`src/rtl/fc_pkg.sv`:
```
package fc_pkg;
  typedef enum logic [1:0] {
    MATCH_NONE = 2'd0,
    MATCH_SET1 = 2'd1,
    MATCH_SET2 = 2'd2,
    MATCH_PAIR = 2'd3
  } match_mode_e;

  typedef enum logic [1:0] {
    SEND_NONE = 2'd0,
    SEND_SET1 = 2'd1,
    SEND_SET2 = 2'd2,
    SEND_PAIR = 2'd3
  } send_mode_e;

  typedef enum logic [1:0] {
    INJ_IDLE   = 2'd0,
    INJ_FIRST  = 2'd1,
    INJ_SECOND = 2'd2
  } inj_state_e;

  localparam int FEAT_CTS  = 7;
  localparam int FEAT_RTS  = 6;
  localparam int FEAT_SPEC = 5;
endpackage

```
`src/rtl/fc_rx_match.sv`:
```
module fc_rx_match
  import fc_pkg::*;
#(
  parameter int CHAR_W = 8
) (
  input  logic              clk,
  input  logic              rst,
  input  match_mode_e       mode_i,
  input  logic              spec_en_i,
  input  logic              any_resume_i,
  input  logic [CHAR_W-1:0] resume1_i,
  input  logic [CHAR_W-1:0] resume2_i,
  input  logic [CHAR_W-1:0] pause1_i,
  input  logic [CHAR_W-1:0] pause2_i,
  input  logic              rx_valid_i,
  input  logic [CHAR_W-1:0] rx_data_i,
  output logic              rx_wr_o,
  output logic [CHAR_W-1:0] rx_data_o,
  output logic              spec_o,
  output logic              paused_o
);
  // Sequence mode holds back a first byte; a mismatch can release two bytes,
  // the second of which waits one cycle in the spill register.
  logic              hold_q, hold_d;
  logic              hold_pause_q, hold_pause_d;
  logic              spill_q, spill_d;
  logic [CHAR_W-1:0] spill_data_q, spill_data_d;
  logic              paused_q, paused_d;
  logic              wr_d;
  logic [CHAR_W-1:0] wdata_d;
  logic              take_new, consumed;

  always_comb begin
    hold_d       = hold_q;
    hold_pause_d = hold_pause_q;
    spill_d      = 1'b0;
    spill_data_d = spill_data_q;
    paused_d     = paused_q;
    wr_d         = 1'b0;
    wdata_d      = spill_data_q;
    take_new     = 1'b0;
    consumed     = 1'b0;
    if (mode_i == MATCH_NONE) paused_d = 1'b0;
    if (spill_q) begin
      wr_d    = 1'b1;
      wdata_d = spill_data_q;
    end else if (rx_valid_i) begin
      take_new = 1'b1;
      if (hold_q) begin
        hold_d = 1'b0;
        if (mode_i == MATCH_PAIR &&
            (hold_pause_q ? (rx_data_i == pause2_i) : (rx_data_i == resume2_i))) begin
          paused_d = hold_pause_q;
          take_new = 1'b0;
        end else begin
          wr_d    = 1'b1;
          wdata_d = hold_pause_q ? pause1_i : resume1_i;
        end
      end
      if (take_new) begin
        unique case (mode_i)
          MATCH_SET1: begin
            if (rx_data_i == pause1_i) begin
              paused_d = 1'b1; consumed = 1'b1;
            end else if (rx_data_i == resume1_i) begin
              paused_d = 1'b0; consumed = 1'b1;
            end
          end
          MATCH_SET2: begin
            if (rx_data_i == pause2_i) begin
              paused_d = 1'b1; consumed = 1'b1;
            end else if (rx_data_i == resume2_i) begin
              paused_d = 1'b0; consumed = 1'b1;
            end
          end
          MATCH_PAIR: begin
            if (rx_data_i == pause1_i) begin
              hold_d = 1'b1; hold_pause_d = 1'b1; consumed = 1'b1;
            end else if (rx_data_i == resume1_i) begin
              hold_d = 1'b1; hold_pause_d = 1'b0; consumed = 1'b1;
            end
          end
          default: ;
        endcase
        if (!consumed) begin
          if (any_resume_i) paused_d = 1'b0;
          if (wr_d) begin
            spill_d      = 1'b1;
            spill_data_d = rx_data_i;
          end else begin
            wr_d    = 1'b1;
            wdata_d = rx_data_i;
          end
        end
      end
    end
  end

  always_ff @(posedge clk) begin
    if (rst) begin
      hold_q       <= 1'b0;
      hold_pause_q <= 1'b0;
      spill_q      <= 1'b0;
      spill_data_q <= '0;
      paused_q     <= 1'b0;
      rx_wr_o      <= 1'b0;
      rx_data_o    <= '0;
      spec_o       <= 1'b0;
    end else begin
      hold_q       <= hold_d;
      hold_pause_q <= hold_pause_d;
      spill_q      <= spill_d;
      spill_data_q <= spill_data_d;
      paused_q     <= paused_d;
      rx_wr_o      <= wr_d;
      rx_data_o    <= wdata_d;
      spec_o       <= spec_en_i & rx_valid_i & (rx_data_i == pause2_i);
    end
  end

  assign paused_o = paused_q;
endmodule

```
`src/rtl/fc_level_mon.sv`:
```
module fc_level_mon #(
  parameter int LVL_W = 7
) (
  input  logic             clk,
  input  logic             rst,
  input  logic             rts_en_i,
  input  logic [LVL_W-1:0] level_i,
  input  logic [LVL_W-1:0] trig_hi_i,
  input  logic [LVL_W-1:0] trig_lo_i,
  output logic             full_o,
  output logic             rts_o
);
  logic full_d;

  always_comb begin
    if (level_i >= trig_hi_i)      full_d = 1'b1;
    else if (level_i <= trig_lo_i) full_d = 1'b0;
    else                           full_d = full_o;
  end

  always_ff @(posedge clk) begin
    if (rst) begin
      full_o <= 1'b0;
      rts_o  <= 1'b1;
    end else begin
      full_o <= full_d;
      rts_o  <= ~(rts_en_i & full_d);
    end
  end
endmodule

```
`src/rtl/fc_tx_inject.sv`:
```
module fc_tx_inject
  import fc_pkg::*;
#(
  parameter int CHAR_W = 8
) (
  input  logic              clk,
  input  logic              rst,
  input  send_mode_e        mode_i,
  input  logic              full_i,
  input  logic [CHAR_W-1:0] resume1_i,
  input  logic [CHAR_W-1:0] resume2_i,
  input  logic [CHAR_W-1:0] pause1_i,
  input  logic [CHAR_W-1:0] pause2_i,
  input  logic              ack_i,
  output logic              valid_o,
  output logic [CHAR_W-1:0] char_o
);
  inj_state_e state_q;
  send_mode_e mode_q;
  logic       sent_full_q;
  logic       target_q;

  always_ff @(posedge clk) begin
    if (rst) begin
      state_q     <= INJ_IDLE;
      mode_q      <= SEND_NONE;
      sent_full_q <= 1'b0;
      target_q    <= 1'b0;
      valid_o     <= 1'b0;
      char_o      <= '0;
    end else begin
      unique case (state_q)
        INJ_IDLE: begin
          if (mode_i == SEND_NONE) begin
            sent_full_q <= full_i;
          end else if (full_i != sent_full_q) begin
            target_q <= full_i;
            mode_q   <= mode_i;
            valid_o  <= 1'b1;
            state_q  <= INJ_FIRST;
            if (mode_i == SEND_SET2) char_o <= full_i ? pause2_i : resume2_i;
            else                     char_o <= full_i ? pause1_i : resume1_i;
          end
        end
        INJ_FIRST: begin
          if (ack_i) begin
            if (mode_q == SEND_PAIR) begin
              char_o  <= target_q ? pause2_i : resume2_i;
              state_q <= INJ_SECOND;
            end else begin
              valid_o     <= 1'b0;
              sent_full_q <= target_q;
              state_q     <= INJ_IDLE;
            end
          end
        end
        INJ_SECOND: begin
          if (ack_i) begin
            valid_o     <= 1'b0;
            sent_full_q <= target_q;
            state_q     <= INJ_IDLE;
          end
        end
        default: state_q <= INJ_IDLE;
      endcase
    end
  end
endmodule

```
`src/rtl/fc_tx_gate.sv`:
```
module fc_tx_gate (
  input  logic clk,
  input  logic rst,
  input  logic cts_gate_en_i,
  input  logic cts_i,
  input  logic sw_paused_i,
  input  logic tx_busy_i,
  output logic tx_en_o
);
  logic stop_req;

  assign stop_req = sw_paused_i | (cts_gate_en_i & ~cts_i);

  // Closing waits for the gap between characters; opening is immediate.
  always_ff @(posedge clk) begin
    if (rst)             tx_en_o <= 1'b1;
    else if (!stop_req)  tx_en_o <= 1'b1;
    else if (!tx_busy_i) tx_en_o <= 1'b0;
  end
endmodule

```
`src/rtl/uart_flow_ctrl.sv`:
```
module uart_flow_ctrl
  import fc_pkg::*;
#(
  parameter int LVL_W  = 7,
  parameter int CHAR_W = 8
) (
  input  logic              clk,
  input  logic              rst,
  input  logic [7:0]        ctl_i,
  input  logic [CHAR_W-1:0] resume1_i,
  input  logic [CHAR_W-1:0] resume2_i,
  input  logic [CHAR_W-1:0] pause1_i,
  input  logic [CHAR_W-1:0] pause2_i,
  input  logic              any_resume_i,
  input  logic              rx_valid_i,
  input  logic [CHAR_W-1:0] rx_data_i,
  input  logic [LVL_W-1:0]  rx_level_i,
  input  logic [LVL_W-1:0]  trig_hi_i,
  input  logic [LVL_W-1:0]  trig_lo_i,
  input  logic              cts_i,
  input  logic              tx_busy_i,
  input  logic              inj_ack_i,
  output logic              rx_wr_o,
  output logic [CHAR_W-1:0] rx_data_o,
  output logic              spec_o,
  output logic              tx_en_o,
  output logic              inj_valid_o,
  output logic [CHAR_W-1:0] inj_char_o,
  output logic              rts_o
);
  logic rx_paused;
  logic rx_full;
  logic unused_ctl_bit;

  assign unused_ctl_bit = ctl_i[4];

  fc_rx_match #(.CHAR_W(CHAR_W)) u_match (
    .clk         (clk),
    .rst         (rst),
    .mode_i      (match_mode_e'(ctl_i[1:0])),
    .spec_en_i   (ctl_i[FEAT_SPEC]),
    .any_resume_i(any_resume_i),
    .resume1_i   (resume1_i),
    .resume2_i   (resume2_i),
    .pause1_i    (pause1_i),
    .pause2_i    (pause2_i),
    .rx_valid_i  (rx_valid_i),
    .rx_data_i   (rx_data_i),
    .rx_wr_o     (rx_wr_o),
    .rx_data_o   (rx_data_o),
    .spec_o      (spec_o),
    .paused_o    (rx_paused)
  );

  fc_level_mon #(.LVL_W(LVL_W)) u_level (
    .clk      (clk),
    .rst      (rst),
    .rts_en_i (ctl_i[FEAT_RTS]),
    .level_i  (rx_level_i),
    .trig_hi_i(trig_hi_i),
    .trig_lo_i(trig_lo_i),
    .full_o   (rx_full),
    .rts_o    (rts_o)
  );

  fc_tx_inject #(.CHAR_W(CHAR_W)) u_inject (
    .clk      (clk),
    .rst      (rst),
    .mode_i   (send_mode_e'(ctl_i[3:2])),
    .full_i   (rx_full),
    .resume1_i(resume1_i),
    .resume2_i(resume2_i),
    .pause1_i (pause1_i),
    .pause2_i (pause2_i),
    .ack_i    (inj_ack_i),
    .valid_o  (inj_valid_o),
    .char_o   (inj_char_o)
  );

  fc_tx_gate u_gate (
    .clk          (clk),
    .rst          (rst),
    .cts_gate_en_i(ctl_i[FEAT_CTS]),
    .cts_i        (cts_i),
    .sw_paused_i  (rx_paused),
    .tx_busy_i    (tx_busy_i),
    .tx_en_o      (tx_en_o)
  );
endmodule

```
`config.mk`:
```
export PLATFORM = sky130hd
export DESIGN_NAME = uart_flow_ctrl
export DESIGN_NICKNAME = d
export VERILOG_FILES = /design/src/rtl/fc_pkg.sv /design/src/rtl/fc_rx_match.sv /design/src/rtl/fc_level_mon.sv /design/src/rtl/fc_tx_inject.sv /design/src/rtl/fc_tx_gate.sv /design/src/rtl/uart_flow_ctrl.sv
export SDC_FILE = /design/constraint.sdc
export NUM_CORES = 1
export LEC_CHECK = 0
export BUFFER_PORTS_ARGS = -buffer_cell sky130_fd_sc_hd__buf_2
export CORE_ASPECT_RATIO = 0.7
export CORE_UTILIZATION = 30
export DETAILED_ROUTE_END_ITERATION = 7
export SETUP_SLACK_MARGIN = 0.05
export SLEW_MARGIN = 20
export SYNTH_ARGS = -nofsm -noshare
export SYNTH_HDL_FRONTEND = slang
export SYNTH_HIERARCHICAL = 1
export SYNTH_SLANG_ARGS = --single-unit
```
`constraint.sdc`:
```
create_clock -name clk -period 5.8 [get_ports clk]
set_clock_uncertainty 0.05 [all_clocks]
set_input_delay 0.87 -clock clk [delete_from_list [all_inputs] [get_ports clk]]
set_output_delay 0.87 -clock clk [all_outputs]
set_load 0.03 [all_outputs]
```
# ---- Word-level counts from Yosys, hierarchy flattened
# Index checks and enable logic that the tools add are counted.
dict set report word_totals {
  in_bits 76
  register_bits 40
  out_inout_bits 21
  word_cells 143
}
dict set report classes {
  eq_ne 19
  magnitude_cmp 2
  n_reduce_logical 18
  n_bitwise 13
  mux 74
}
# cell n
set ops {}
lappend ops {{8-bit two-way mux} 16}
lappend ops {{1-bit two-way mux} 47}
lappend ops {{8-bit equality test} 4}
lappend ops {{5-bit AND reduction} 4}
lappend ops {{8-bit case mux with 2 select lines} 1}
lappend ops {{2-bit equality test (second input constant)} 5}
lappend ops {{2-bit two-way mux} 5}
lappend ops {{2-bit != test (second input constant)} 4}
lappend ops {{1-bit inverter} 8}
lappend ops {{7-bit greater-or-equal comparator} 1}
lappend ops {{7-bit less-or-equal comparator} 1}
lappend ops {{2-bit zero test} 3}
lappend ops {{2-bit by 1-bit != test with 1-bit output (second input constant)} 3}
lappend ops {{1-bit case mux with 3 select lines} 2}
lappend ops {{2-bit case mux with 3 select lines} 1}
lappend ops {{6-bit AND reduction} 1}
lappend ops {{5-bit OR reduction} 1}
lappend ops {{1-bit bitwise AND} 4}
lappend ops {{2-bit by 1-bit equality test with 1-bit output (second input constant)} 2}
lappend ops {{1-bit case mux with 2 select lines} 2}
lappend ops {{4-bit AND reduction} 1}
lappend ops {{2-bit nonzero test} 2}
lappend ops {{2-bit OR reduction} 2}
lappend ops {{3-bit AND reduction} 1}
lappend ops {{5 further kinds} 5}

# ---- Depth between registers and ports, before layout
# Gate-level depths: netlist (run 1).
dict set report logic_depth {
  ltp_word 14
  ltp_mapped 9
  depth_no_buf 8
}

# ---- Cells and area by module
# Netlist (run 1), hierarchy kept.
# module seq_area_each_um2 area_per_inst_um2 cells_per_inst n_inst
set modules_own_cells {}
lappend modules_own_cells {fc_rx_match 440.4 1617.8 177 1}
lappend modules_own_cells {fc_tx_inject 300.3 1081.0 117 1}
lappend modules_own_cells {fc_level_mon 40.0 399.1 49 1}
lappend modules_own_cells {fc_tx_gate 20.0 36.3 4 1}

# ---- Worst setup path before layout (run 1)
# OpenSTA, ideal clock, no wires.
dict set report synth_timing {
  path_type {in2reg}
  start {in rx_data_i[1]}
  end {reg u_match.rx_data_o[2]}
  required_time_ns 5.631
  path_slack_ns 3.272
  path_buffers 1
  cell_stages 8
  t_arrival_ns 2.359
  setup_ns 0.119
  path_cell_list {buf_2 xor2_1 nor4_2 nand2_1 a211o_1 o31ai_4 o31ai_2 o221a_2}
}
dict set report synth_via {
  elab_chain_cells 12
  elab_cells_between_ends 28
  classes_between {eq/ne (4); mux (23); reduce/logical (1)}
}
# element line_no
set synth_lines {}
lappend synth_lines {{from (decl)} uart_flow_ctrl.sv:16} ;# input logic [CHAR_W-1:0] rx_data_i,
lappend synth_lines {{8-bit equality test, on equally long branches} {fc_rx_match.sv:52, fc_rx_match.sv:72, fc_rx_match.sv:70}}
lappend synth_lines {{1-bit two-way mux} fc_rx_match.sv:52} ;# (hold_pause_q ? (rx_data_i == pause2_i) : (rx_data_i == resume2_i))) begin
lappend synth_lines {{1-bit logical AND} fc_rx_match.sv:51} ;# if (mode_i == MATCH_PAIR &&
lappend synth_lines {{1-bit two-way mux} fc_rx_match.sv:51}
lappend synth_lines {{1-bit two-way mux} fc_rx_match.sv:49} ;# if (hold_q) begin
lappend synth_lines {{1-bit two-way mux} fc_rx_match.sv:47} ;# end else if (rx_valid_i) begin
lappend synth_lines {{1-bit two-way mux} fc_rx_match.sv:44} ;# if (spill_q) begin
lappend synth_lines {{8-bit two-way mux} fc_rx_match.sv:87} ;# if (wr_d) begin
lappend synth_lines {{8-bit two-way mux} fc_rx_match.sv:85} ;# if (!consumed) begin
lappend synth_lines {{8-bit two-way mux *} fc_rx_match.sv:60} ;# if (take_new) begin
lappend synth_lines {{8-bit two-way mux *} fc_rx_match.sv:47}
lappend synth_lines {{8-bit two-way mux *} fc_rx_match.sv:44}
lappend synth_lines {{to (signal assigned)} fc_rx_match.sv:116} ;# rx_data_o <= wdata_d;
lappend synth_lines {{to (decl)} fc_rx_match.sv:18} ;# output logic [CHAR_W-1:0] rx_data_o,
# Mark *: on every way between the ends. The rest lies on a longest branch, timed or not. The select of a mux whose other input is x is not followed.
# A chain may end at the register's enable or synchronous reset.

# ---- Final worst setup path (run 1)
dict set report layout_timing {
  start {in rx_data_i[5]}
  end {reg u_match.rx_data_o[5]}
}
# Same word-level chain as after synthesis.

==> results of run 1 <==
[final cells by class]
class | count | area, um2 | area share, %
clock buffer | 6 | 129 | 3.37
clock inverter | 2 | 35.0 | 0.916
inverter | 31 | 116 | 3.04
multi-input combinational | 255 | 2100 | 54.9
sequential | 40 | 801 | 20.9
tap | 128 | 160 | 4.19
timing repair buffer | 96 | 483 | 12.6
[per-layer routing]
layer / track usage, % / vias to the layer above / wire length [um]
met2: 25.9 / 60 / 3800
li1: - / 1392 / -
met1: 22.0 / 1310 / 4120
met5: 0 / - / 0
met3: 4.12 / 7 / 401
met4: 3.57 / 0 / 76
[tightest hold or removal path: cells and delay by family (launching register included)]
kind,cells,cell delay (ns)
flops,1,0.31
compound gates,1,0.05
buf+inv,1,0.06
[cells in the mapped netlist, types with 4 or more instances]
cell       n  area [um2]
a21o_1     4        30.0
a21oi_1   17        85.1
buf_2     11        55.1
buf_6      4        45.0
clkbuf_1   5        18.8
dfxtp_1   40         801
ha_1      23         288
inv_1     31         116
mux2i_1   30         300
mux4_2     7         158
nand2_1   17        63.8
nand2b_1  19         119
nand3_1    4        20.0
nand4_1    5        31.3
nor2_1    11        41.3
nor2b_1    7        43.8
nor3_1     4        20.0
o21ai_0    9        45.0
o21ai_1    4        20.0
o221a_2    6        67.6
o22ai_1   10        62.6
or3_1      4        25.0
xnor2_1   16         140
xor2_1    16         140
[cell families after synthesis]
kind of cell | Yosys count
adders and majority gates | 23
muxes | 39
xor gates and xnor gates | 33
AOI/OAI and AO/OA | 76
and+or+nand+nor | 84
buffers and inverters | 52
DFF | 40
[path summary, 6_finish.rpt]
kind	from	end
min	u_inject/char_o[6]$_SDFFE_PP0P_	u_inject/char_o[6]$_SDFFE_PP0P_
max reg2reg	u_match/hold_pause_q$_SDFFE_PP0P_	u_match/spill_data_q[7]$_SDFFE_PP0P_
max	rx_data_i[5]	u_match/rx_data_o[5]$_SDFF_PP0_
min reg2reg	u_inject/char_o[6]$_SDFFE_PP0P_	u_inject/char_o[6]$_SDFFE_PP0P_
[where the power goes]
group	internal (W)	total, W	switching [W]
logic	0.000112	0.000267	0.000154
clock network	0.000202	0.000312	0.000110
registers	0.000297	0.000315	0.0000178
total	0.000612	0.000894	0.000282
[metrics by stage]
stage / hold WS (ns) / total power (W) / std cells / worst slack (ns) / area, um2
after floorplan: 0.385 / 0.000505 / 347 / 3.27 / 3130
after global placement: 0.408 / 0.000582 / 550 / 2.87 / 3660
after detailed placement: 0.413 / 0.000588 / 550 / 2.83 / 3660
after CTS: 0.423 / 0.000904 / 558 / 3.13 / 3820
after global routing: 0.441 / 0.000951 / 558 / 2.98 / 3820
final: 0.416 / 0.000894 / 558 / 3.12 / 3820
[state kept, by name (all words and copies together), names as in the netlist]
| register | count |
|---|---|
| u_gate/tx_en_o | 1 |
| u_inject/char_o | 8 |
| u_inject/mode_q | 2 |
| u_inject/sent_full_q | 1 |
| u_inject/state_q | 2 |
| u_inject/target_q | 1 |
| u_inject/valid_o | 1 |
| u_level/full_o | 1 |
| u_level/rts_o | 1 |
| u_match/hold_pause_q | 1 |
| u_match/hold_q | 1 |
| u_match/paused_o | 1 |
| u_match/rx_data_o | 8 |
| u_match/rx_wr_o | 1 |
| u_match/spec_o | 1 |
| u_match/spill_data_q | 8 |
| u_match/spill_q | 1 |
==> summary.md, run 1 <==
| Metric | Value |
|---|---|
| Vias in the first global route | `2737` |
| Reg2Reg Setup Slack | `3.52 ns` |
| TNS Setup | `0 ns` |
| CTS tree | `built` |
| DRC | `0` |
| CP startpoint kind | `input port` |
| Commonest non-fill, non-tap cell in the layout | `buf_2` |
| Cts bufs inserted | `5` |
| Post-synth EDFFs | `0` |
| Post-detail-place hpwl | `6870 um` |
| Distinct cells, synth | `55` |
| Vias/cell | `4.96` |
| Crit-path leading delay family | `simple AND/OR/NAND/NOR gates` |
| Die W | `124 um` |
| Tcrit/Tclk final | `46.3%` |
| Hold_buf cts | `0` |
| Max Cap Violations | `0` |
| Drt pass-1 iters | `6` |
| Post-Synth XOR/XNOR Area | `9.46%` |
| Final hold vios | `0` |
| Core region area | `9910 um2` |
| Final min period | `2.68 ns` |
| Area Overhead vs Synth | `22.0%` |
| Fraction of the mapped netlist area in compound gates | `18.0%` |
| DRT iter0 DRCs | `204` |
| Depth of the most critical reg-to-reg path | `7` |
| Fmax | `372 MHz` |
| Post-CTS sizing | `0` |
| #FFs+latches synth | `40` |
| Final setup viols | `0` |
| Worst vdd ir | `0.000111 V` |
| First-pass GRT wire length | `13400 um` |
| Pin count of the biggest net entering global routing | `44` |
| Required time worst endpoint | `5.92 ns` |
| Port Buffer Count | `95` |
| Post-Synth Adder-Cell Area | `9.18%` |
| Initial antenna violation count | `0` |
| Slowest stage cell, crit path | `nor4_1` |
| Synth Area per Inst | `9.03 um2` |
| NumNets Final | `528` |
| Sequential area share after synthesis | `25.5%` |
| Die Y | `87.5 um` |
| P per Cell Area | `234 nW/um2` |
| Post-synthesis mux area share | `15.3%` |
| CTS root buf | `clkbuf_16` |
| Grt total ovfl | `0` |
| Clk sinks | `40` |
| Post-route ant nets | `0` |
| Worst setup EP type | `register` |
| Pins Over Slew Limit | `0` |
| Worst-path maximum fanout | `8` |
| WP buf/inv | `1` |
| Routed WL per cell | `15.1 um` |
| Row cnt | `30` |
| Worst skew pair latency | `0.28 ns` |
| Share of cells above drive strength 1 | `30.0%` |
| Worst Tran Pin Value | `0.752 ns` |
| Via count | `2769` |
| P_leak | `1.66 nW` |
| Hold Crit Depth | `2` |
| Slowest stage delay, CP | `0.32 ns` |
| Net Count, Synth | `446` |
| Crit-path cells | `buf_2 -> xor2_1 -> nor4_1 -> nand2_1 -> o21ai_2 -> and3_1 -> o31ai_2 -> o221a_2` |
| Post-Synth Simple-Gate Area | `14.9%` |
| Antenna diode count | `0` |
| Commonest cells after routing, fill and taps aside | `95 x buf_2, 40 x dfxtp_1, 31 x inv_1` |
| Largest family of logic cells by synthesized area | `compound AO/OA/AOI/OAI gates` |
| Final weighted congestion in routability-driven placement | `0.874` |
| Total GRT Usage | `16.2%` |
| Post-CTS Setup Inserts | `0` |
| Synth Instances | `347` |
| Routed WL | `8400 um` |
| Synth async-reset ratio | `0%` |
| Critical setup path kind | `in2reg` |
| Clock-pin slew on the worst setup and hold paths | `0.06 ns` |
| Ys Warns | `6` |
| Fin util | `38.6%` |
| Ys flop type | `dfxtp_1` |
| Starting density of the core | `31.6%` |
| Filler instances | `1012` |
| I/O pins | `97` |
| CTS Buffer Depth | `2` |
| Rel. slew slack | `49.8%` |
| Worst hold path type | `reg2reg` |
| Htree depth | `2` |
| Crit path DAT | `2.80 ns` |
| Synthesized cell area | `3130 um2` |
| Die area | `10900 um2` |
| Status | `complete, no violations` |
| WP depth | `8` |
| RSZ-0062 raised after global routing | `false` |
(Power assumes the default switching activity.)
==> inputs of run 2 (changes only) <==
--- a/config.mk
+++ b/config.mk
@@ -5,6 +5,7 @@
 export SDC_FILE = /design/constraint.sdc
 export NUM_CORES = 1
 export LEC_CHECK = 0
+export ABC_AREA = 1
 export BUFFER_PORTS_ARGS = -buffer_cell sky130_fd_sc_hd__buf_2
 export CORE_ASPECT_RATIO = 0.7
 export CORE_UTILIZATION = 30
==> constraint.sdc (replaced) <==
create_clock -name clk -period 2.15 [get_ports clk]
set_clock_uncertainty 0.05 [all_clocks]
set_input_delay 0.3225 -clock clk [delete_from_list [all_inputs] [get_ports clk]]
set_output_delay 0.3225 -clock clk [all_outputs]
set_load 0.03 [all_outputs]
==> summary.md, run 2 <==
| Metric | Value |
|---|---|
| Die Y | `95.9 um (+9.6%)` |
| Max Cap Violations | `0 (unchanged)` |
| Sequential area share after synthesis | `21.2% (-4.3 points)` |
| Worst setup EP type | `register` |
| Commonest non-fill, non-tap cell in the layout | `nand2_1` |
| Critical setup path kind | `in2reg` |
| Clock-pin slew on the worst setup and hold paths | `0.06 ns (about the same)` |
| Clk sinks | `40 (unchanged)` |
| CTS root buf | `clkbuf_16` |
| Vias/cell | `4.49 (-9.4%)` |
| Worst hold path type | `in2reg` |
| NumNets Final | `789 (+49%)` |
| Routed WL | `10100 um (+20%)` |
| Flop pwr share | `28.6% (-6.7 points)` |
| P_leak | `2.42 nW (+45%)` |
| CP startpoint kind | `input port` |
| Finished Cell Area | `4500 um2 (+18%)` |
| Total GRT Usage | `16.1% (-0.10 points)` |
| P per Cell Area | `745 nW/um2 (+220%)` |
| #FFs+latches synth | `40 (unchanged)` |
| Post-Synth XOR/XNOR Area | `4.87% (-4.6 points)` |
| Worst-path maximum fanout | `16 (+8)` |
| Post-detail-place hpwl | `8260 um (+20%)` |
| Synth async-reset ratio | `0% (unchanged)` |
| Status | `complete, no violations` |
| Routed WL per cell | `11.9 um (-21%)` |
| Slowest stage delay, CP | `0.35 ns (+0.03 ns)` |
| Cts bufs inserted | `5 (unchanged)` |
| Post-Synth Simple-Gate Area | `42.2% (+27 points)` |
| RSZ-0062 raised after global routing | `false` |
| Ys Warns | `6 (unchanged)` |
| Pins Over Slew Limit | `0 (unchanged)` |
| Grt total ovfl | `0 (unchanged)` |
| Clock power share | `23.0% (-12 points)` |
| Hold Crit Depth | `2 (unchanged)` |
| Depth of the most critical reg-to-reg path | `9 (+2)` |
| Die W | `136 um (+9.6%)` |
| Required time worst endpoint | `2.28 ns (-3.64 ns)` |
| Htree depth | `2 (unchanged)` |
| Area of the multi-input gates | `2490 um2 (+18%)` |
| Rel. slew slack | `60.7% (+11 points)` |
| Post-synth EDFFs | `0 (unchanged)` |
| Commonest cells after routing, fill and taps aside | `175 x nand2_1, 95 x buf_2, 74 x inv_1` |
| Dominant cell type by area after synthesis | `dfxtp_1` |
| Slowest stage cell, crit path | `nor2_4` |
| Pin count of the biggest net entering global routing | `21 (-52%)` |
| First-pass GRT wire length | `16300 um (+22%)` |
| Register area | `801 um2 (unchanged)` |
| Crit-path cells | `buf_2 -> inv_2 -> nand2_1 -> nand2_1 -> nand2_1 -> nor2_1 -> nand2_2 -> nand2_2 -> nand3_2 -> nand2_4 -> nor2_4 -> inv_1 -> nor2_1 -> nor2_1` |
| Synth Area per Inst | `6.32 um2 (-30%)` |
| DRC | `0 (unchanged)` |
| Row cnt | `33 (+10%)` |
| Combinational share of power | `48.4% (+19 points)` |
| Largest family of logic cells by synthesized area | `simple AND/OR/NAND/NOR gates` |
| Port Buffer Count | `95 (unchanged)` |
| Hold Path End | `u_level/rts_o$_SDFF_PP1_` |
| Worst R2R End | `u_inject/char_o[3]$_SDFFE_PP0P_` |
| Post-synthesis mux area share | `0% (-15 points)` |
| Min-delay src | `ctl_i[6]` |
| Post-Synth Adder-Cell Area | `7.62% (-1.6 points)` |
| CTS tree | `built` |
| Post-CTS sizing | `0 (unchanged)` |
| Starting density of the core | `31.5% (-0.082 points)` |
| Ys flop type | `dfxtp_1` |
| Share of cells above drive strength 1 | `28.2% (-1.8 points)` |
| Final weighted congestion in routability-driven placement | `0.861 (-1.5%)` |
| CTS Buffer Depth | `2 (unchanged)` |
| Synth top area share | `21.2% (-4.3 points)` |
| Crit path DAT | `2.02 ns (-0.78 ns)` |
| TNS Setup | `0 ns (unchanged)` |
| Regs by FF count | `u_inject/char_o: 8 flops, u_match/rx_data_o: 8 flops, u_match/spill_data_q: 8 flops` |
| Most frequent cell after synthesis | `nand2_1` |
| Core region area | `12000 um2 (+21%)` |
| Worst Tran Pin Value | `0.587 ns (-0.165 ns)` |
| Initial antenna violation count | `0 (unchanged)` |
| Sw Pwr | `0.00144 W (+410%)` |
| Reg2Reg Setup Slack | `0.42 ns (-3.10 ns)` |
| Final hold vios | `0 (unchanged)` |
| I/O pins | `97 (unchanged)` |
| Die area | `13100 um2 (+20%)` |
| Net Count, Synth | `697 (+56%)` |
| Fraction of the mapped netlist area in compound gates | `11.1% (-6.9 points)` |
| Post-route ant nets | `0 (unchanged)` |
| Worst vdd ir | `0.000627 V (+460%)` |
| Vias in the first global route | `3377 (+23%)` |
| DRT iter0 DRCs | `223 (+9.3%)` |
| Placed cell areas | `4350 um2 (+19%)` |
| Crit-path leading delay family | `simple AND/OR/NAND/NOR gates` |
| Worst skew pair latency | `0.29 ns (about the same)` |
| Distinct cells, synth | `35 (-36%)` |
| Filler instances | `1345 (+33%)` |
| Post-CTS Setup Inserts | `0 (unchanged)` |
| P_int | `0.00191 W (+210%)` |
| Synth cell count leaders | `175 x nand2_1, 74 x inv_1, 59 x nor2_1` |
| Antenna diode count | `0 (unchanged)` |
| Worst r2r src | `u_inject/state_q[1]$_SDFFE_PP0P_` |
| Via count | `3811 (+38%)` |
| Area Overhead vs Synth | `19.1%` |
| Tcrit/Tclk final | `87.8%` |
| Drt pass-1 iters | `4 (-2)` |
| Fin util | `37.6% (-1.0 points)` |
| Fmax | `530 MHz` |
| Top cells by area, synth | `dfxtp_1 21%, nand2_1 17%, ha_1 7.6%` |
| Synth Instances | `598 (+72%)` |
| Hold_buf cts | `0 (unchanged)` |
| Final min period | `1.89 ns` |
| WP buf/inv | `3 (+2)` |
| Synthesized cell area | `3780 um2 (+21%)` |
| Final setup viols | `0 (unchanged)` |
| Switch share | `42.9% (+11 points)` |
[run 2: changes by cell type after synthesis, moves of 30 or more]
cell / before / now
nand2_1: 17 / 175
nand2_2: 0 / 31
nand3_1: 4 / 48
inv_1: 31 / 74
nor2_1: 11 / 59
mux2i_1: 30 / 0
[run 2: power groups by stage]
| stage | combinational, W | clock [W] | sequential, W |
|---|---|---|---|
| after floorplan | 0.00113 | 0 | 0.00113 |
| after global placement | 0.00162 | 0 | 0.000978 |
| after detailed placement | 0.00162 | 0 | 0.000978 |
| after CTS | 0.00163 | 0.000797 | 0.000962 |
| after global routing | 0.00181 | 0.000832 | 0.000982 |
| final | 0.00162 | 0.000770 | 0.000960 |
[run 2: cell families after synthesis]
family          Yosys count
compound gates           70
xor+xnor                 18
fa+ha+maj                23
buf+inv                 105
flops                    40
simple gates            342
[run 2: metal layers]
layer	track usage, %	part of all wire (%)
met3	3.53	8.0
met2	24.8	40
met4	3.89	0.86
met1	22.7	51
met5	0	0
[run 2: area by class of cell]
| class | instances | area share [%] |
|---|---|---|
| multi-input combinational | 453 | 55.3 |
| sequential | 40 | 17.8 |
| timing repair buffer | 104 | 12.1 |
| inverter | 86 | 7.17 |
| tap | 157 | 4.37 |
| clock buffer | 6 | 3.09 |
| clock inverter | 2 | 0.222 |
[run 2: worst max-delay path by stage]
stage	slack (ns)	endpoint	depth (start not counted)	start
2_1_floorplan	0.47	u_match/rx_data_o[1]$_SDFF_PP0_	11	ctl_i[0]
3_3_place_gp	0.07	u_match/spill_data_q[2]$_SDFFE_PP0P_	14	rx_data_i[4]
3_5_place_dp	0.03	u_match/spill_data_q[2]$_SDFFE_PP0P_	14	rx_data_i[4]
4_1_cts	0.33	u_match/spill_data_q[2]$_SDFFE_PP0P_	14	rx_data_i[4]
6_report	0.26	u_match/spill_data_q[2]$_SDFFE_PP0P_	14	rx_data_i[4]
5_1_grt	0.19	u_match/spill_data_q[2]$_SDFFE_PP0P_	14	rx_data_i[5]
[run 2: per-stage QoR]
stage	std cells	hold WS, ns	power (W)	worst slack (ns)
global route	848	0.173	0.00363	0.194
finish	848	0.171	0.00335	0.262
global placement	840	0.402	0.00260	0.0693
floorplan	598	0.342	0.00226	0.472
detailed placement	840	0.401	0.00260	0.0306
CTS	848	0.166	0.00339	0.332
==> inputs of run 3 (changes only) <==
--- a/config.mk
+++ b/config.mk
@@ -5,7 +5,6 @@
 export SDC_FILE = /design/constraint.sdc
 export NUM_CORES = 1
 export LEC_CHECK = 0
-export ABC_AREA = 1
 export BUFFER_PORTS_ARGS = -buffer_cell sky130_fd_sc_hd__buf_2
 export CORE_ASPECT_RATIO = 0.7
 export CORE_UTILIZATION = 30
==> summary.md, run 3 (synthesis results as in run 1) <==
| Metric | Value |
|---|---|
| Status | `complete, no violations` |
| CTS Buffer Depth | `2 (unchanged)` |
| Finished Cell Area | `4020 um2 (-11%)` |
| Crit path DAT | `2.13 ns (+0.11 ns)` |
| Worst slack, placed | `-0.143 ns (-0.174 ns)` |
| Worst R2R End | `u_inject/char_o[6]$_SDFFE_PP0P_` |
| Max Cap Violations | `0 (unchanged)` |
| GRT busiest layer | `met2` |
| Htree depth | `2 (unchanged)` |
| I/O pins | `97 (unchanged)` |
| Area Overhead vs Synth | `28.3%` |
| Hold Path End | `u_match/spec_o$_SDFF_PP0_` |
| Pin count of the biggest net entering global routing | `43 (+100%)` |
| Routed WL per cell | `15.2 um (+28%)` |
| Depth of the most critical reg-to-reg path | `6 (-3)` |
| Post-route ant nets | `0 (unchanged)` |
| Worst Tran Pin Value | `0.543 ns (-0.0441 ns)` |
| Met1 Usage GRT | `22.7% (+0.035 points)` |
| Min-delay src | `ctl_i[5]` |
| Worst setup EP type | `register` |
| Rel. slew slack | `63.8% (+3.0 points)` |
| Commonest cells after routing, fill and taps aside | `95 x buf_2, 40 x dfxtp_1, 31 x inv_1` |
| First-pass GRT wire length | `13900 um (-15%)` |
| Drt pass-1 iters | `4 (unchanged)` |
| M3 GR Usage | `4.32% (+0.79 points)` |
| Slowest stage delay, CP | `0.32 ns (-0.03 ns)` |
| Initial antenna violation count | `0 (unchanged)` |
| Vias in the first global route | `2817 (-17%)` |
| Cts bufs inserted | `5 (unchanged)` |
| Die Y | `87.5 um (-8.7%)` |
| Vias/cell | `4.92 (+9.4%)` |
| Grt total ovfl | `0 (unchanged)` |
| Regs by FF count | `u_inject/char_o: 8 flops, u_match/rx_data_o: 8 flops, u_match/spill_data_q: 8 flops` |
| Worst r2r src | `u_inject/state_q[1]$_SDFFE_PP0P_` |
| Required time worst endpoint | `2.33 ns (+0.05 ns)` |
| Final weighted congestion in routability-driven placement | `0.913 (+6.1%)` |
| TNS Setup | `0 ns (unchanged)` |
| Clock-pin slew on the worst setup and hold paths | `0.06 ns (about the same)` |
| CTS tree | `built` |
| Cell Count, Final, Fillers Out | `581 (-31%)` |
| Clk sinks | `40 (unchanged)` |
| DRC | `0 (unchanged)` |
| Share of cells above drive strength 1 | `33.8% (+5.6 points)` |
| Worst hold path type | `in2reg` |
| Starting density of the core | `31.6% (+0.082 points)` |
| Final min period | `1.95 ns (+0.0589 ns)` |
| Core region area | `9910 um2 (-17%)` |
| Crit-path cells | `buf_2 -> xor2_1 -> nor4_1 -> nand2_1 -> a211o_1 -> o31ai_4 -> or3_1 -> buf_12 -> o221a_1` |
| Placed cell areas | `3850 um2 (-12%)` |
| Worst vdd ir | `0.000362 V (-42%)` |
| Die area | `10900 um2 (-17%)` |
| DRT iter0 DRCs | `215 (-3.6%)` |
| Pins Over Slew Limit | `0 (unchanged)` |
| Routed WL | `8840 um (-12%)` |
| Total power | `0.00247 W (-26%)` |
| Total GRT Usage | `17.0% (+0.90 points)` |
| Tcrit/Tclk final | `90.5% (+2.7 points)` |
| Final setup viols | `0 (unchanged)` |
| CP startpoint kind | `input port` |
| Worst skew pair latency | `0.29 ns (about the same)` |
| Die W | `124 um (-8.8%)` |
| P per Cell Area | `614 nW/um2 (-18%)` |
| Post-detail-place hpwl | `7090 um (-14%)` |
| GR Util met2 | `27.3% (+2.5 points)` |
| Fmax | `514 MHz (-3.0%)` |
| Via count | `2857 (-25%)` |
| Hold Crit Depth | `3 (+1)` |
| CTS root buf | `clkbuf_16` |
| Commonest non-fill, non-tap cell in the layout | `buf_2` |
| Worst-path maximum fanout | `8 (-8)` |
| Slowest stage cell, crit path | `a211o_1` |
| P_leak | `1.78 nW (-26%)` |
| Final hold vios | `0 (unchanged)` |
| RSZ-0062 raised after global routing | `false` |
| Critical setup path kind | `in2reg` |
| Post-Place Cells | `573 (-32%)` |
| Antenna diode count | `0 (unchanged)` |
| Final WS setup | `0.203 ns (-0.0589 ns)` |
| Port Buffer Count | `95 (unchanged)` |
| Row cnt | `30 (-9.1%)` |
| Reg2Reg Setup Slack | `0.30 ns (-0.12 ns)` |
| NumNets Final | `551 (-30%)` |
==> run 3: worst max-delay path: cells and delay by family <==
family / cells / cell delay [ns]
simple gates: 3 / 0.68
xor+xnor: 1 / 0.19
buf+inv: 2 / 0.30
compound gates: 3 / 0.63
==> run 3: worst max path at each step <==
stage	from	end	slack (ns)	cells past startpoint
4_1_cts	rx_data_i[4]	u_match/rx_data_o[3]$_SDFF_PP0_	0.15	8
5_1_grt	rx_data_i[4]	u_match/rx_data_o[3]$_SDFF_PP0_	0.08	9
3_3_place_gp	rx_data_i[5]	u_match/rx_data_o[1]$_SDFF_PP0_	-0.1	8
6_report	rx_data_i[4]	u_match/rx_data_o[3]$_SDFF_PP0_	0.20	9
2_1_floorplan	rx_data_i[1]	u_match/rx_data_o[2]$_SDFF_PP0_	0.17	8
3_5_place_dp	rx_data_i[4]	u_match/rx_data_o[7]$_SDFF_PP0_	-0.14	8
==> run 3: layer usage <==
| layer | vias to the layer above | wire, um |
|---|---|---|
| met5 | - | 0 |
| met4 | 0 | 103 |
| met2 | 70 | 4070 |
| met3 | 12 | 600 |
| met1 | 1330 | 4060 |
| li1 | 1445 | - |
==> run 3: per-stage QoR <==
step	hold slack (ns)	util (%)
6_report	0.199	40.6
2_1_floorplan	0.377	-
3_3_place_gp	0.407	38.8
4_1_cts	0.194	40.5
3_5_place_dp	0.408	38.8
5_1_grt	0.200	40.6
==> run 3: report_power, final <==
group	total (W)	internal, W	leakage, nW	switching, W
Combinational	0.000767	0.000331	1.38	0.000437
Sequential	0.000839	0.000802	0.327	0.0000369
Clock	0.000862	0.000545	0.0798	0.000317
Total	0.00247	0.00168	1.78	0.000790
==> run 3: final cells by class <==
class	instances	area (um2)
Inverter	31	116
Sequential cell	40	801
Clock buffer	5	125
Fill cell	1012	5890
Tap cell	128	160
Clock inverter	3	42.5
Multi-Input combinational cell	255	2110
Timing Repair Buffer	119	668
==> run 3: timing repair <==
action / 4_1_cts / 5_1_grt
buffers inserted: 0 / 0
hold buffers: 0 / 0
resized for setup: 0 / 1
setup endpoints to repair: 0 / 8
